## src/rtl/tdm_tx_pkg.sv

```systemverilog
// Shared types for the slot-masked TDM transmitter.
// Assumes nothing beyond IEEE 1800-2017 enums.
package tdm_tx_pkg;

    // What software supplied for the next enabled slot.
    typedef enum logic [1:0] {
        PEND_NONE  = 2'd0,
        PEND_DATA  = 2'd1,
        PEND_DUMMY = 2'd2
    } pend_t;

endpackage

```

## src/rtl/tdm_slot_timer.sv

```systemverilog
// Slot timer: tracks the bit position within a word and the slot number
// within a frame. It flags a word boundary and names the slot that starts
// there. A rising frame sync forces slot 0.
// Assumes cfg_wlen in [2, MAX_WORD] and cfg_slots in [1, MAX_SLOTS], held
// constant while out of reset.
module tdm_slot_timer #(
    parameter int MAX_WORD  = 16,
    parameter int MAX_SLOTS = 32,
    localparam int WLW = $clog2(MAX_WORD + 1),
    localparam int SLW = $clog2(MAX_SLOTS + 1),
    localparam int SIW = $clog2(MAX_SLOTS)
) (
    input  logic           clk,
    input  logic           rst_n,
    input  logic           bit_tick,
    input  logic           fsync,
    input  logic [WLW-1:0] cfg_wlen,
    input  logic [SLW-1:0] cfg_slots,
    output logic           boundary,
    output logic [SIW-1:0] next_slot
);

    logic           fs_q;
    logic           framed_q;
    logic [WLW-1:0] bit_cnt_q;
    logic [SIW-1:0] slot_q;
    logic           fs_rise;
    logic           last_bit;
    logic           last_slot;

    // Detect a frame start and the last bit of the current word.
    always_comb begin
        fs_rise   = bit_tick & fsync & ~fs_q;
        last_bit  = (bit_cnt_q == cfg_wlen - WLW'(1));
        last_slot = ({1'b0, slot_q} == cfg_slots - SLW'(1));
        boundary  = fs_rise | (bit_tick & framed_q & last_bit);
        if (fs_rise || last_slot) next_slot = '0;
        else                      next_slot = slot_q + SIW'(1);
    end

    // Advance the bit and slot counters on bit-clock ticks.
    always_ff @(posedge clk) begin
        if (!rst_n) begin
            fs_q      <= 1'b0;
            framed_q  <= 1'b0;
            bit_cnt_q <= '0;
            slot_q    <= '0;
        end else begin
            if (bit_tick) fs_q <= fsync;
            if (boundary) begin
                framed_q  <= 1'b1;
                bit_cnt_q <= '0;
                slot_q    <= next_slot;
            end else if (bit_tick && framed_q) begin
                bit_cnt_q <= bit_cnt_q + WLW'(1);
            end
        end
    end

    // the bit counter never passes the word length once framed.
    p_bitcnt_range_r1: assert property (@(posedge clk) disable iff (!rst_n)
        framed_q |-> (bit_cnt_q < cfg_wlen));

    // the slot number stays below the programmed slot count.
    p_slot_range_r1: assert property (@(posedge clk) disable iff (!rst_n)
        framed_q |-> ({1'b0, slot_q} < cfg_slots));

    // a rising frame sync always lands on slot 0 with a fresh word.
    p_fsync_slot0_r1: assert property (@(posedge clk) disable iff (!rst_n)
        (bit_tick && fsync && !fs_q) |=> (slot_q == '0 && bit_cnt_q == '0));

endmodule

```

## src/rtl/tdm_tx_holding.sv

```systemverilog
// Holding stage: keeps the software data word and records what was written
// since the last enabled boundary. It owns the empty and underrun flags.
// Assumes take pulses only on boundaries of enabled slots. Writes in the
// same cycle as take count toward the following slot.
module tdm_tx_holding
    import tdm_tx_pkg::*;
#(
    parameter int MAX_WORD = 16
) (
    input  logic                clk,
    input  logic                rst_n,
    input  logic                take,
    input  logic                tx_wr,
    input  logic [MAX_WORD-1:0] tx_wdata,
    input  logic                dummy_wr,
    input  logic                unf_clr,
    output logic [MAX_WORD-1:0] hold_word,
    output pend_t               pend,
    output logic                tde,
    output logic                unf
);

    logic [MAX_WORD-1:0] word_q;
    pend_t               pend_q;
    logic                tde_q;
    logic                unf_q;

    // Consume the pending write at an enabled boundary, then apply new writes.
    always_ff @(posedge clk) begin
        if (!rst_n) begin
            word_q <= '0;
            pend_q <= PEND_NONE;
            tde_q  <= 1'b0;
            unf_q  <= 1'b0;
        end else begin
            if (take) begin
                tde_q  <= 1'b1;
                pend_q <= PEND_NONE;
            end
            if (take && pend_q == PEND_NONE) unf_q <= 1'b1;
            else if (unf_clr)                unf_q <= 1'b0;
            if (tx_wr) begin
                word_q <= tx_wdata;
                pend_q <= PEND_DATA;
                tde_q  <= 1'b0;
            end else if (dummy_wr) begin
                pend_q <= PEND_DUMMY;
                tde_q  <= 1'b0;
            end
        end
    end

    assign hold_word = word_q;
    assign pend      = pend_q;
    assign tde       = tde_q;
    assign unf       = unf_q;

    // an enabled boundary with no write beside it leaves the flag set.
    p_tde_set_r5: assert property (@(posedge clk) disable iff (!rst_n)
        (take && !tx_wr && !dummy_wr) |=> tde_q);

    // either write clears the empty flag.
    p_tde_clear_r5: assert property (@(posedge clk) disable iff (!rst_n)
        (tx_wr || dummy_wr) |=> !tde_q);

    // underrun stays set until it is cleared.
    p_unf_sticky_r6: assert property (@(posedge clk) disable iff (!rst_n)
        (unf_q && !unf_clr) |=> unf_q);

    // an unfed enabled slot raises underrun.
    p_unf_set_r6: assert property (@(posedge clk) disable iff (!rst_n)
        (take && pend_q == PEND_NONE) |=> unf_q);

    // outside enabled boundaries and writes, the pending state holds.
    p_pend_hold_r2: assert property (@(posedge clk) disable iff (!rst_n)
        (!take && !tx_wr && !dummy_wr) |=> $stable(pend_q) && $stable(tde_q));

endmodule

```

## src/rtl/tdm_tx_shifter.sv

```systemverilog
// Output shifter: at each boundary it either loads the held word,
// left-aligned, and sets the output enable, or leaves the line undriven.
// Between boundaries it shifts one bit per tick, MSB first.
// Assumes cfg_wlen in [2, MAX_WORD].
module tdm_tx_shifter
    import tdm_tx_pkg::*;
#(
    parameter int MAX_WORD = 16,
    localparam int WLW = $clog2(MAX_WORD + 1)
) (
    input  logic                clk,
    input  logic                rst_n,
    input  logic                bit_tick,
    input  logic                boundary,
    input  logic                take,
    input  pend_t               pend,
    input  logic [MAX_WORD-1:0] hold_word,
    input  logic [WLW-1:0]      cfg_wlen,
    output logic                sd_out,
    output logic                sd_oe
);

    localparam logic [WLW-1:0] MW = WLW'(MAX_WORD);

    logic [MAX_WORD-1:0] sh_q;
    logic                oe_q;
    logic [WLW-1:0]      pad;

    // Distance to shift a right-aligned word up to the MSB.
    always_comb pad = MW - cfg_wlen;

    // Load at boundaries, otherwise shift on each bit tick.
    always_ff @(posedge clk) begin
        if (!rst_n) begin
            sh_q <= '0;
            oe_q <= 1'b0;
        end else if (boundary) begin
            if (take) begin
                sh_q <= hold_word << pad;
                oe_q <= (pend != PEND_DUMMY);
            end else begin
                oe_q <= 1'b0;
            end
        end else if (bit_tick) begin
            sh_q <= sh_q << 1;
        end
    end

    assign sd_out = oe_q & sh_q[MAX_WORD-1];
    assign sd_oe  = oe_q;

    // the enable only changes at word boundaries.
    p_oe_steady_r2: assert property (@(posedge clk) disable iff (!rst_n)
        !boundary |=> $stable(oe_q));

    // a dummy-fed enabled slot stays undriven.
    p_dummy_quiet_r4: assert property (@(posedge clk) disable iff (!rst_n)
        (take && pend == PEND_DUMMY) |=> !oe_q);

    // the data line is quiet whenever the enable is low.
    p_quiet_line_r7: assert property (@(posedge clk) disable iff (!rst_n)
        !sd_oe |-> !sd_out);

endmodule

```

## src/rtl/tdm_slot_tx.sv

```systemverilog
// Top of the slot-masked TDM transmitter. It joins the slot timer, the
// mask lookup, the holding stage and the output shifter.
// Assumes bit_tick is a one-cycle strobe per bit-clock rising edge, the
// configuration is static out of reset, and an external pad turns
// sd_out/sd_oe into a tri-state pin.
module tdm_slot_tx
    import tdm_tx_pkg::*;
#(
    parameter int MAX_WORD  = 16,
    parameter int MAX_SLOTS = 32,
    localparam int WLW = $clog2(MAX_WORD + 1),
    localparam int SLW = $clog2(MAX_SLOTS + 1),
    localparam int SIW = $clog2(MAX_SLOTS)
) (
    input  logic                 clk,
    input  logic                 rst_n,
    input  logic                 bit_tick,
    input  logic                 fsync,
    input  logic [WLW-1:0]       cfg_wlen,
    input  logic [SLW-1:0]       cfg_slots,
    input  logic [MAX_SLOTS-1:0] slot_mask,
    input  logic                 irq_en,
    input  logic                 tx_wr,
    input  logic [MAX_WORD-1:0]  tx_wdata,
    input  logic                 dummy_wr,
    input  logic                 unf_clr,
    output logic                 sd_out,
    output logic                 sd_oe,
    output logic                 tde,
    output logic                 irq,
    output logic                 unf
);

    logic                boundary;
    logic [SIW-1:0]      next_slot;
    logic                take;
    logic [MAX_WORD-1:0] hold_word;
    pend_t               pend;

    tdm_slot_timer #(.MAX_WORD(MAX_WORD), .MAX_SLOTS(MAX_SLOTS)) u_timer (
        .clk       (clk),
        .rst_n     (rst_n),
        .bit_tick  (bit_tick),
        .fsync     (fsync),
        .cfg_wlen  (cfg_wlen),
        .cfg_slots (cfg_slots),
        .boundary  (boundary),
        .next_slot (next_slot)
    );

    // Mask lookup: the starting slot is driven only if its bit is set.
    always_comb take = boundary & slot_mask[next_slot];

    tdm_tx_holding #(.MAX_WORD(MAX_WORD)) u_hold (
        .clk       (clk),
        .rst_n     (rst_n),
        .take      (take),
        .tx_wr     (tx_wr),
        .tx_wdata  (tx_wdata),
        .dummy_wr  (dummy_wr),
        .unf_clr   (unf_clr),
        .hold_word (hold_word),
        .pend      (pend),
        .tde       (tde),
        .unf       (unf)
    );

    tdm_tx_shifter #(.MAX_WORD(MAX_WORD)) u_shift (
        .clk       (clk),
        .rst_n     (rst_n),
        .bit_tick  (bit_tick),
        .boundary  (boundary),
        .take      (take),
        .pend      (pend),
        .hold_word (hold_word),
        .cfg_wlen  (cfg_wlen),
        .sd_out    (sd_out),
        .sd_oe     (sd_oe)
    );

    // Interrupt request follows the empty flag when enabled.
    always_comb irq = tde & irq_en;

    // a masked slot starts undriven.
    p_masked_quiet_r2: assert property (@(posedge clk) disable iff (!rst_n)
        (boundary && !slot_mask[next_slot]) |=> !sd_oe);

    // a data-fed enabled slot starts driven.
    p_data_driven_r3: assert property (@(posedge clk) disable iff (!rst_n)
        (take && pend == PEND_DATA) |=> sd_oe);

    // an unfed enabled slot is still driven with the stale word.
    p_stale_driven_r6: assert property (@(posedge clk) disable iff (!rst_n)
        (take && pend == PEND_NONE) |=> sd_oe);

endmodule

```

## config.mk

```make
export PLATFORM = sky130hd
export DESIGN_NAME = tdm_slot_tx
export DESIGN_NICKNAME = d
export VERILOG_FILES = /design/src/rtl/tdm_tx_pkg.sv /design/src/rtl/tdm_slot_timer.sv /design/src/rtl/tdm_tx_holding.sv /design/src/rtl/tdm_tx_shifter.sv /design/src/rtl/tdm_slot_tx.sv
export SDC_FILE = /design/constraint.sdc
export NUM_CORES = 1
export LEC_CHECK = 0
export BUFFER_PORTS_ARGS = -buffer_cell sky130_fd_sc_hd__buf_4
export CAP_MARGIN = 20
export CELL_PAD_IN_SITES_DETAIL_PLACEMENT = 1
export CELL_PAD_IN_SITES_GLOBAL_PLACEMENT = 1
export CORE_UTILIZATION = 45
export CTS_BUF_LIST = sky130_fd_sc_hd__clkbuf_16
export CTS_CLUSTER_DIAMETER = 150
export CTS_CLUSTER_SIZE = 12
export DETAILED_ROUTE_END_ITERATION = 8
export GPL_ROUTABILITY_DRIVEN = 0
export PLACE_DENSITY = 0.82
export SKIP_CTS_REPAIR_TIMING = 1
export SLEW_MARGIN = 30
export SYNTH_ARGS = -nofsm -noshare
export SYNTH_HDL_FRONTEND = slang
export SYNTH_SLANG_ARGS = --single-unit
```

## constraint.sdc

```tcl
create_clock -name clk -period 6.3 [get_ports clk]
set_input_delay 0.315 -clock clk [delete_from_list [all_inputs] [get_ports clk]]
set_output_delay 0.315 -clock clk [all_outputs]
set_load 0.03 [all_outputs]
```

==> impl_results.html, run 1 <==
<table>
<tr><th>Metric</th><th>Value</th></tr>
<tr><th colspan="2">Floorplan</th></tr>
<tr><td>Die Area</td><td>7890 sq um</td></tr>
<tr><td>Vertical extent of the die</td><td>~89 microns</td></tr>
<tr><td>Std-Cell Core Area</td><td>between 7000 and 8000 sq um</td></tr>
<tr><td>X dimension of the die</td><td>around 89 microns</td></tr>
<tr><td>Row count</td><td>31</td></tr>
<tr><td>Top-Level Pins</td><td>72</td></tr>
<tr><td>Starting density of the core</td><td>46.8%</td></tr>
<tr><th colspan="2">Critical path</th></tr>
<tr><td>Slowest cell on the critical path</td><td>sky130_fd_sc_hd__dfxtp_1</td></tr>
<tr><td>Worst endpoint data arrival time</td><td>between 3000 and 4000 ps</td></tr>
<tr><td>Critical Path Stages</td><td>8</td></tr>
<tr><td>Highest fanout seen on the critical path</td><td>15</td></tr>
<tr><td>Critical path data required time</td><td>6520 ps</td></tr>
<tr><td>Count of buffering cells on the critical path with inverters included</td><td>0</td></tr>
<tr><td>Worst path cell trace</td><td>ha_1 -&gt; mux4_2 -&gt; nor2b_1 -&gt; a211oi_2 -&gt; a21oi_1 -&gt; o31a_1 -&gt; a21boi_4 -&gt; mux2i_1</td></tr>
<tr><td>Crit path largest cell delay</td><td>740 ps</td></tr>
<tr><td>Critical path class</td><td>flip-flop to flip-flop</td></tr>
<tr><td>CP endpoint kind</td><td>flip-flop</td></tr>
<tr><td>Cell family with the largest share of critical-path delay</td><td>compound AO/OA/AOI/OAI gates</td></tr>
<tr><td>Worst Reg2Reg Path Length in Cells</td><td>8</td></tr>
<tr><td>Startpoint class of the critical path</td><td>flip-flop</td></tr>
<tr><th colspan="2">Logic synthesis</th></tr>
<tr><td>Most used flip-flop cell after synthesis</td><td>sky130_fd_sc_hd__dfxtp_1</td></tr>
<tr><td>Sequential element share of the synthesized area</td><td>28.9%</td></tr>
<tr><td>Post-synthesis register bit count</td><td>49</td></tr>
<tr><td>YS warnings</td><td>0</td></tr>
<tr><td>Number of distinct library cells after synthesis</td><td>between 50 and 60</td></tr>
<tr><td>Post-synthesis cell type with the largest combined area</td><td>sky130_fd_sc_hd__dfxtp_1</td></tr>
<tr><td>Top cell type's share of synthesized area</td><td>28.9%</td></tr>
<tr><td>Cells after Synth</td><td>358</td></tr>
<tr><td>Synth Net Count</td><td>429</td></tr>
<tr><td>Post-Synthesis Cell Area</td><td>about 3400 sq um</td></tr>
<tr><td>Largest cells by area after synthesis</td><td>sky130_fd_sc_hd__dfxtp_1 29%, sky130_fd_sc_hd__mux2i_1 15%, sky130_fd_sc_hd__mux4_2 7.3%</td></tr>
<tr><td>Post-Syn Area per Cell</td><td>9.47 sq um</td></tr>
<tr><td>Async S/R FF share, synth</td><td>0%</td></tr>
<tr><td>EDFF count, synth</td><td>0</td></tr>
<tr><th colspan="2">STA</th></tr>
<tr><td>Hold Vio Cnt, Final</td><td>0</td></tr>
<tr><td>Final setup violating endpoints</td><td>0</td></tr>
<tr><td>Slew margin rel.</td><td>about 48%</td></tr>
<tr><td>Slew of the pin with the lowest slew margin</td><td>782 ps</td></tr>
<tr><td>Final worst slack</td><td>slightly below 3000 ps</td></tr>
<tr><td>Final-layout setup total negative slack</td><td>0 ps</td></tr>
<tr><td>Clk_skew</td><td>11.7 ps</td></tr>
<tr><td>Max Clk Rate</td><td>approximately 300 MHz</td></tr>
<tr><td>Clock period minus worst slack</td><td>roughly 3300 ps</td></tr>
<tr><td>Number of pins exceeding their max-slew limit in the final report</td><td>0</td></tr>
<tr><td>Crit share post-route</td><td>a little over half</td></tr>
<tr><td>RSZ-0062 raised after global routing</td><td>false</td></tr>
<tr><th colspan="2">Route</th></tr>
<tr><td>Via Count</td><td>2,903</td></tr>
<tr><td>Drt pass-1 iters</td><td>4</td></tr>
<tr><td>Final Routed Wirelength</td><td>roughly 9 mm</td></tr>
<tr><td>DRT antenna net count</td><td>0</td></tr>
<tr><td>DRC errors left</td><td>0</td></tr>
<tr><td>Via-to-Cell Ratio</td><td>approximately 5.7</td></tr>
<tr><td>DRC violation total after the first TritonRoute iteration</td><td>112</td></tr>
<tr><td>Routed length per placed instance</td><td>17.8 microns</td></tr>
<tr><th colspan="2">Global routing</th></tr>
<tr><td>Vias in the first global route</td><td>~3,000</td></tr>
<tr><td>Number of antenna violations at the first check in global routing</td><td>0</td></tr>
<tr><td>Pin count of the biggest net entering global routing</td><td>a little over 60</td></tr>
<tr><td>Global-route wire length before repair</td><td>15.0 mm</td></tr>
<tr><td>Combined global-route utilization of all metal layers</td><td>approximately a quarter</td></tr>
<tr><td>Total overflow reported by the global router</td><td>0</td></tr>
<tr><th colspan="2">Clock tree</th></tr>
<tr><td>TritonCTS Buffers</td><td>5</td></tr>
<tr><td>H-tree depth</td><td>2</td></tr>
<tr><td>Clock latency at the later pin of the worst-skew pair</td><td>290 ps</td></tr>
<tr><td>CTS Root Cell</td><td>sky130_fd_sc_hd__clkbuf_16</td></tr>
<tr><td>Clock tree from TritonCTS</td><td>done</td></tr>
<tr><td>Sink Count</td><td>49</td></tr>
<tr><td>Clock edge transition at the registers on the reported setup and hold paths</td><td>~70 ps</td></tr>
<tr><td>Longest Clk Path Bufs</td><td>2</td></tr>
<tr><th colspan="2">Cells and area</th></tr>
<tr><td>Post-layout instance area</td><td>4120 sq um</td></tr>
<tr><td>Layout cell share with drive strength beyond 1</td><td>24.9%</td></tr>
<tr><td>Multi-input combinational cell area</td><td>2270 sq um</td></tr>
<tr><td>Antenna fix cells</td><td>0</td></tr>
<tr><td>Fill count</td><td>~850</td></tr>
<tr><td>Final Net Count</td><td>around 480</td></tr>
<tr><td>Layout overhead on the synthesized area</td><td>21.4%</td></tr>
<tr><td>Storage element area</td><td>around 1000 sq um</td></tr>
<tr><th colspan="2">Power</th></tr>
<tr><td>Net switching power</td><td>0.230 mW</td></tr>
<tr><td>Net switching share of the total power</td><td>between 20 and 30%</td></tr>
<tr><td>VDD IR max</td><td>roughly 110 uV</td></tr>
<tr><td>P_leak</td><td>about 1.7 nW</td></tr>
<tr><td>Sequential share of power</td><td>approximately two fifths</td></tr>
<tr><td>Part of the power in combinational logic</td><td>22.5%</td></tr>
<tr><td>Share of total power in the clock network</td><td>a little under two fifths</td></tr>
<tr><td>Final Total Pwr</td><td>0.836 mW</td></tr>
<tr><td>Cell-internal power</td><td>roughly 0.61 mW</td></tr>
<tr><td>P per Cell Area</td><td>203 nW/um^2</td></tr>
<tr><th colspan="2">Place</th></tr>
<tr><td>Post-Place Worst Slack</td><td>approximately 2700 ps</td></tr>
<tr><td>Port bufs</td><td>71</td></tr>
<tr><td>Cell area after placement</td><td>just under 4000 sq um</td></tr>
<tr><td>Half-perimeter wire length of the detailed placement result</td><td>roughly 6.7 mm</td></tr>
<tr><th colspan="2">Hold path</th></tr>
<tr><td>Worst hold path cell count</td><td>2</td></tr>
<tr><td>Class of the tightest hold or removal check</td><td>input port to flip-flop</td></tr>
<tr><th colspan="2">Flow run</th></tr>
<tr><td>Max-cap violations</td><td>0</td></tr>
<tr><th colspan="2">Outcome</th></tr>
<tr><td>Run status</td><td>complete, no violations</td></tr>
</table>
layout by cell type, fill, tap and decap left out, types with 2 or more instances in the layout:
| cell type | instances |
|---|---|
| sky130_fd_sc_hd__o21a_1 | 3 |
| sky130_fd_sc_hd__inv_1 | 6 |
| sky130_fd_sc_hd__nand3_1 | 6 |
| sky130_fd_sc_hd__o21ai_0 | 13 |
| sky130_fd_sc_hd__nor3b_1 | 5 |
| sky130_fd_sc_hd__o21bai_1 | 2 |
| sky130_fd_sc_hd__xor2_1 | 11 |
| sky130_fd_sc_hd__nor2_1 | 12 |
| sky130_fd_sc_hd__a211oi_1 | 3 |
| sky130_fd_sc_hd__nor2b_1 | 23 |
| sky130_fd_sc_hd__mux2_2 | 4 |
| sky130_fd_sc_hd__mux4_2 | 11 |
| sky130_fd_sc_hd__and2_1 | 9 |
| sky130_fd_sc_hd__a2111oi_0 | 5 |
| sky130_fd_sc_hd__ha_1 | 4 |
| sky130_fd_sc_hd__o211ai_1 | 7 |
| sky130_fd_sc_hd__buf_4 | 73 |
| sky130_fd_sc_hd__a22oi_1 | 3 |
| sky130_fd_sc_hd__dfxtp_1 | 49 |
| sky130_fd_sc_hd__o31ai_1 | 6 |
| sky130_fd_sc_hd__nand2b_1 | 4 |
| sky130_fd_sc_hd__clkbuf_16 | 5 |
| sky130_fd_sc_hd__xnor2_1 | 14 |
| sky130_fd_sc_hd__mux2i_1 | 52 |
| sky130_fd_sc_hd__nand4_1 | 2 |
| sky130_fd_sc_hd__a21oi_1 | 10 |
| sky130_fd_sc_hd__nand2_1 | 39 |
| sky130_fd_sc_hd__nor3_1 | 7 |
| sky130_fd_sc_hd__mux4_1 | 5 |
per-stage QoR:
stage               util, %  cells  hold slack (ps)
floorplan                 -    358              394
global placement       54.3    505              446
detailed placement     54.4    505              451
CTS                    56.8    513              193
global route           56.8    513              195
finish                 56.8    513              195
final timing paths:
path / start / endpoint / slack (ps)
min reg2reg: u_shift.sh_q[12]$_SDFFE_PN0P_ / u_shift.sh_q[12]$_SDFFE_PN0P_ / 460
min: dummy_wr / u_hold.tde$_SDFFE_PP0P_ / 200
max reg2reg: u_timer.slot_q[0]$_SDFFE_PN0N_ / u_shift.sh_q[3]$_SDFFE_PN0P_ / 2950
max: u_timer.slot_q[0]$_SDFFE_PN0N_ / u_shift.sh_q[3]$_SDFFE_PN0P_ / 2950
state kept, by name, indices dropped and copies added (netlist names):
name	cells
u_hold.hold_word	16
u_hold.pend	2
u_timer.slot_q	5
u_hold.tde	1
u_hold.unf	1
u_timer.framed_q	1
u_shift.sh_q	16
u_timer.bit_cnt_q	5
u_timer.fs_q	1
u_shift.sd_oe	1
cells by family (layout without fill, tap and decap cells):
logic type               count (synthesis)  in the layout  share of synthesized area, %
XOR/XNOR                                25             25                          6.46
buffers and inverters                   31             87                          4.65
adder cells (fa/ha/maj)                  4              4                          1.48
AND/OR/NAND/NOR                        112            112                          17.0
AO/OA/AOI/OAI                           65             65                          13.6
flip-flops                              49             49                          28.9
multiplexers                            72             72                          27.8
synthesized netlist by cell type, types with 7 or more instances:
library cell / instances
sky130_fd_sc_hd__and2_1: 9
sky130_fd_sc_hd__nor2_1: 12
sky130_fd_sc_hd__nor2b_1: 23
sky130_fd_sc_hd__a21oi_1: 10
sky130_fd_sc_hd__clkbuf_1: 19
sky130_fd_sc_hd__o211ai_1: 7
sky130_fd_sc_hd__xor2_1: 11
sky130_fd_sc_hd__dfxtp_1: 49
sky130_fd_sc_hd__nand2_1: 39
sky130_fd_sc_hd__nor3_1: 7
sky130_fd_sc_hd__o21ai_0: 13
sky130_fd_sc_hd__xnor2_1: 14
sky130_fd_sc_hd__mux4_2: 11
sky130_fd_sc_hd__mux2i_1: 52
final cells by class:
type | count | share of cell area (%)
Clock buffer | 5 | 3.04
Multi-Input combinational cell | 278 | 55.2
Tap cell | 99 | 3.01
Timing Repair Buffer | 73 | 13.3
Clock inverter | 3 | 1.06
Sequential cell | 49 | 23.8
Inverter | 6 | 0.547
metal layers:
layer	up-vias	part of all wire [%]	track usage (%)
met4	0	1.3	7.18
li1	1417	-	-
met2	49	53	46.1
met5	-	0	0
met1	1427	43	29.9
met3	10	2.7	3.64
power by group through the flow:
stage	clock, mW	combinational [mW]	sequential, mW
after floorplan	0	0.129	0.338
after global placement	0	0.178	0.341
after detailed placement	0	0.186	0.342
after CTS	0.317	0.189	0.336
after global routing	0.327	0.205	0.338
final	0.312	0.188	0.336
Power figures use the tool's default switching activity.
==> run 2: changes to the inputs <==
--- a/config.mk
+++ b/config.mk
@@ -9,13 +9,13 @@
 export CAP_MARGIN = 20
 export CELL_PAD_IN_SITES_DETAIL_PLACEMENT = 1
 export CELL_PAD_IN_SITES_GLOBAL_PLACEMENT = 1
-export CORE_UTILIZATION = 45
+export CORE_UTILIZATION = 38
 export CTS_BUF_LIST = sky130_fd_sc_hd__clkbuf_16
 export CTS_CLUSTER_DIAMETER = 150
 export CTS_CLUSTER_SIZE = 12
 export DETAILED_ROUTE_END_ITERATION = 8
 export GPL_ROUTABILITY_DRIVEN = 0
-export PLACE_DENSITY = 0.82
+export PLACE_DENSITY = 0.73
 export SKIP_CTS_REPAIR_TIMING = 1
 export SLEW_MARGIN = 30
 export SYNTH_ARGS = -nofsm -noshare
==> constraint.sdc (replaced) <==
create_clock -name clk -period 2.9 [get_ports clk]
set_input_delay 0.145 -clock clk [delete_from_list [all_inputs] [get_ports clk]]
set_output_delay 0.145 -clock clk [all_outputs]
set_load 0.03 [all_outputs]
==> run 2 against run 1 <==
Net effect: register-to-register slack worse by 2700 ps; critical path depth up 1; largest power group unchanged; worst hold slack got worse by 170 ps; wire length decreased by 8.5%; clock skew shrank 4.5 ps; critical path type unchanged; power rose by 110%; largest cell class unchanged; first-iteration DRC count decreased by 22%; final area is 1.1% higher; core utilization decreased by 8.8 points; cell count grew 2.7%.
==> impl_results.html, run 2 (same netlist as run 1, synthesis figures left out) <==
<table>
<tr><th>Metric</th><th>Value</th></tr>
<tr><th colspan="2">Cells and area</th></tr>
<tr><td>Antenna fix cells</td><td>0</td></tr>
<tr><td>Layout overhead on the synthesized area</td><td>22.7%</td></tr>
<tr><td>Fill count</td><td>a little over 1,000</td></tr>
<tr><td>Number of standard cells in the layout, taps in and fillers out</td><td>~530</td></tr>
<tr><td>Final Net Count</td><td>slightly below 500</td></tr>
<tr><td>Layout cell share with drive strength beyond 1</td><td>26.3%</td></tr>
<tr><td>Multi-input combinational cell area</td><td>~2300 sq um</td></tr>
<tr><td>Storage element area</td><td>981 sq um</td></tr>
<tr><td>Post-layout instance area</td><td>4160 sq um</td></tr>
<tr><td>Commonest non-fill, non-tap cell in the layout</td><td>sky130_fd_sc_hd__buf_4</td></tr>
<tr><td>Highest-count cells in the layout ignoring fill and taps</td><td>79 x sky130_fd_sc_hd__buf_4, 52 x sky130_fd_sc_hd__mux2i_1, 49 x sky130_fd_sc_hd__dfxtp_1, 39 x sky130_fd_sc_hd__nand2_1, 23 x sky130_fd_sc_hd__nor2b_1</td></tr>
<tr><th colspan="2">STA</th></tr>
<tr><td>Final setup violating endpoints</td><td>0</td></tr>
<tr><td>Slew of the pin with the lowest slew margin</td><td>835 ps</td></tr>
<tr><td>Number of pins exceeding their max-slew limit in the final report</td><td>0</td></tr>
<tr><td>Final-layout setup total negative slack</td><td>0 ps</td></tr>
<tr><td>Hold Vio Cnt, Final</td><td>0</td></tr>
<tr><td>Slew margin rel.</td><td>42.9%</td></tr>
<tr><td>Clock period minus worst slack</td><td>approximately 2700 ps</td></tr>
<tr><td>RSZ-0062 raised after global routing</td><td>false</td></tr>
<tr><td>Crit share post-route</td><td>92.4%</td></tr>
<tr><td>Max Clk Rate</td><td>approximately 370 MHz</td></tr>
<tr><td>Clk_skew</td><td>7.14 ps</td></tr>
<tr><td>Final worst slack</td><td>220 ps</td></tr>
<tr><th colspan="2">Clock tree</th></tr>
<tr><td>H-tree depth</td><td>2</td></tr>
<tr><td>Clock latency at the later pin of the worst-skew pair</td><td>between 200 and 300 ps</td></tr>
<tr><td>Clock edge transition at the registers on the reported setup and hold paths</td><td>70 ps</td></tr>
<tr><td>Sink Count</td><td>just under 50</td></tr>
<tr><td>Longest Clk Path Bufs</td><td>2</td></tr>
<tr><td>CTS Root Cell</td><td>sky130_fd_sc_hd__clkbuf_16</td></tr>
<tr><td>TritonCTS Buffers</td><td>5</td></tr>
<tr><td>Clock tree from TritonCTS</td><td>done</td></tr>
<tr><th colspan="2">Power</th></tr>
<tr><td>Net switching power</td><td>0.470 mW</td></tr>
<tr><td>P_leak</td><td>1.70 nW</td></tr>
<tr><td>Cell-internal power</td><td>between 1 and 1.5 mW</td></tr>
<tr><td>Part of the power in combinational logic</td><td>between 20% and 30%</td></tr>
<tr><td>Sequential share of power</td><td>40.5%</td></tr>
<tr><td>Share of total power in the clock network</td><td>a little over a third</td></tr>
<tr><td>P per Cell Area</td><td>approximately 430 nW/um^2</td></tr>
<tr><td>VDD IR max</td><td>roughly 240 uV</td></tr>
<tr><td>Net switching share of the total power</td><td>around a quarter</td></tr>
<tr><th colspan="2">Critical path</th></tr>
<tr><td>Highest fanout seen on the critical path</td><td>15</td></tr>
<tr><td>Critical path class</td><td>flip-flop to flip-flop</td></tr>
<tr><td>CP endpoint kind</td><td>flip-flop</td></tr>
<tr><td>Critical path data required time</td><td>3110 ps</td></tr>
<tr><td>Startpoint class of the critical path</td><td>flip-flop</td></tr>
<tr><td>Worst endpoint data arrival time</td><td>approximately 2900 ps</td></tr>
<tr><th colspan="2">Place</th></tr>
<tr><td>Cell area after placement</td><td>4000 sq um</td></tr>
<tr><td>Post-Place Cells</td><td>520</td></tr>
<tr><td>Post-Place Worst Slack</td><td>~140 ps</td></tr>
<tr><td>Half-perimeter wire length of the detailed placement result</td><td>6.42 mm</td></tr>
<tr><td>Port bufs</td><td>approximately 70</td></tr>
<tr><th colspan="2">Global routing</th></tr>
<tr><td>Number of antenna violations at the first check in global routing</td><td>0</td></tr>
<tr><td>Vias in the first global route</td><td>2,877</td></tr>
<tr><td>Total overflow reported by the global router</td><td>0</td></tr>
<tr><td>Pin count of the biggest net entering global routing</td><td>a little over 60</td></tr>
<tr><td>Combined global-route utilization of all metal layers</td><td>approximately a fifth</td></tr>
<tr><td>Global-route wire length before repair</td><td>13.9 mm</td></tr>
<tr><th colspan="2">Route</th></tr>
<tr><td>DRC violation total after the first TritonRoute iteration</td><td>87</td></tr>
<tr><td>Via Count</td><td>2,847</td></tr>
<tr><td>Via-to-Cell Ratio</td><td>5.40</td></tr>
<tr><td>Routed length per placed instance</td><td>roughly 16 microns</td></tr>
<tr><td>Drt pass-1 iters</td><td>4</td></tr>
<tr><td>DRT antenna net count</td><td>0</td></tr>
<tr><td>Final Routed Wirelength</td><td>between 8 and 9 mm</td></tr>
<tr><td>DRC errors left</td><td>0</td></tr>
<tr><th colspan="2">Floorplan</th></tr>
<tr><td>Top-Level Pins</td><td>just over 70</td></tr>
<tr><td>Row count</td><td>34</td></tr>
<tr><td>Die Area</td><td>9310 sq um</td></tr>
<tr><td>Std-Cell Core Area</td><td>between 8000 and 9000 sq um</td></tr>
<tr><td>X dimension of the die</td><td>about 96 microns</td></tr>
<tr><td>Vertical extent of the die</td><td>between 90 and 100 microns</td></tr>
<tr><td>Starting density of the core</td><td>about two fifths</td></tr>
<tr><th colspan="2">Flow run</th></tr>
<tr><td>Max-cap violations</td><td>0</td></tr>
<tr><th colspan="2">Outcome</th></tr>
<tr><td>Run status</td><td>complete, no violations</td></tr>
<tr><th colspan="2">Hold path</th></tr>
<tr><td>Class of the tightest hold or removal check</td><td>input port to flip-flop</td></tr>
</table>
==> run 2: area by class of cell <==
cell class                 instances  share of cell area, %
clock buffer                       5                   3.01
multi-input combinational        278                   54.6
inverter                           6                  0.541
clock inverter                     2                  0.842
tap                              108                   3.25
sequential                        49                   23.6
timing repair buffer              79                   14.2
==> run 2: final timing paths <==
check,from,endpoint,slack [ps],cells after the start
min,dummy_wr,u_hold.tde$_SDFFE_PP0P_,20,2
max,u_timer.slot_q[1]$_SDFFE_PN0N_,u_shift.sh_q[5]$_SDFFE_PN0P_,220,9
min reg2reg,u_shift.sh_q[15]$_SDFFE_PN0P_,u_shift.sh_q[15]$_SDFFE_PN0P_,460,2
max reg2reg,u_timer.slot_q[1]$_SDFFE_PN0N_,u_shift.sh_q[5]$_SDFFE_PN0P_,220,9
==> run 2: through the flow <==
step	util [%]	total power, mW	hold slack (ps)
final	48.0	1.79	24.4
after global routing	48.0	1.88	23.4
after CTS	47.9	1.81	20.0
after detailed placement	46.1	1.15	326
after floorplan	-	1.01	224
after global placement	46.0	1.14	324
==> run 2: routing by layer <==
layer | GRT usage, % | wire length [microns]
met1 | 24.5 | 3870
met2 | 33.9 | 4140
met3 | 2.66 | 221
met4 | 5.64 | 145
met5 | 0 | 0
==> run 2: critical path: stages, from the launching register on <==
cell	delay [ps]
sky130_fd_sc_hd__dfxtp_1	340
sky130_fd_sc_hd__ha_2	470
sky130_fd_sc_hd__mux4_2	320
sky130_fd_sc_hd__nor2b_1	150
sky130_fd_sc_hd__a211oi_2	230
sky130_fd_sc_hd__a21oi_1	90
sky130_fd_sc_hd__o31a_1	340
sky130_fd_sc_hd__a21boi_4	170
sky130_fd_sc_hd__buf_4	280
sky130_fd_sc_hd__mux2i_1	210
==> run 2: power groups by stage <==
stage | Combinational [mW] | Clock (mW) | Sequential (mW)
3_5_place_dp | 0.415 | 0 | 0.738
6_report | 0.414 | 0.649 | 0.723
4_1_cts | 0.417 | 0.665 | 0.723
2_1_floorplan | 0.281 | 0 | 0.734
5_1_grt | 0.452 | 0.697 | 0.727
3_3_place_gp | 0.400 | 0 | 0.737
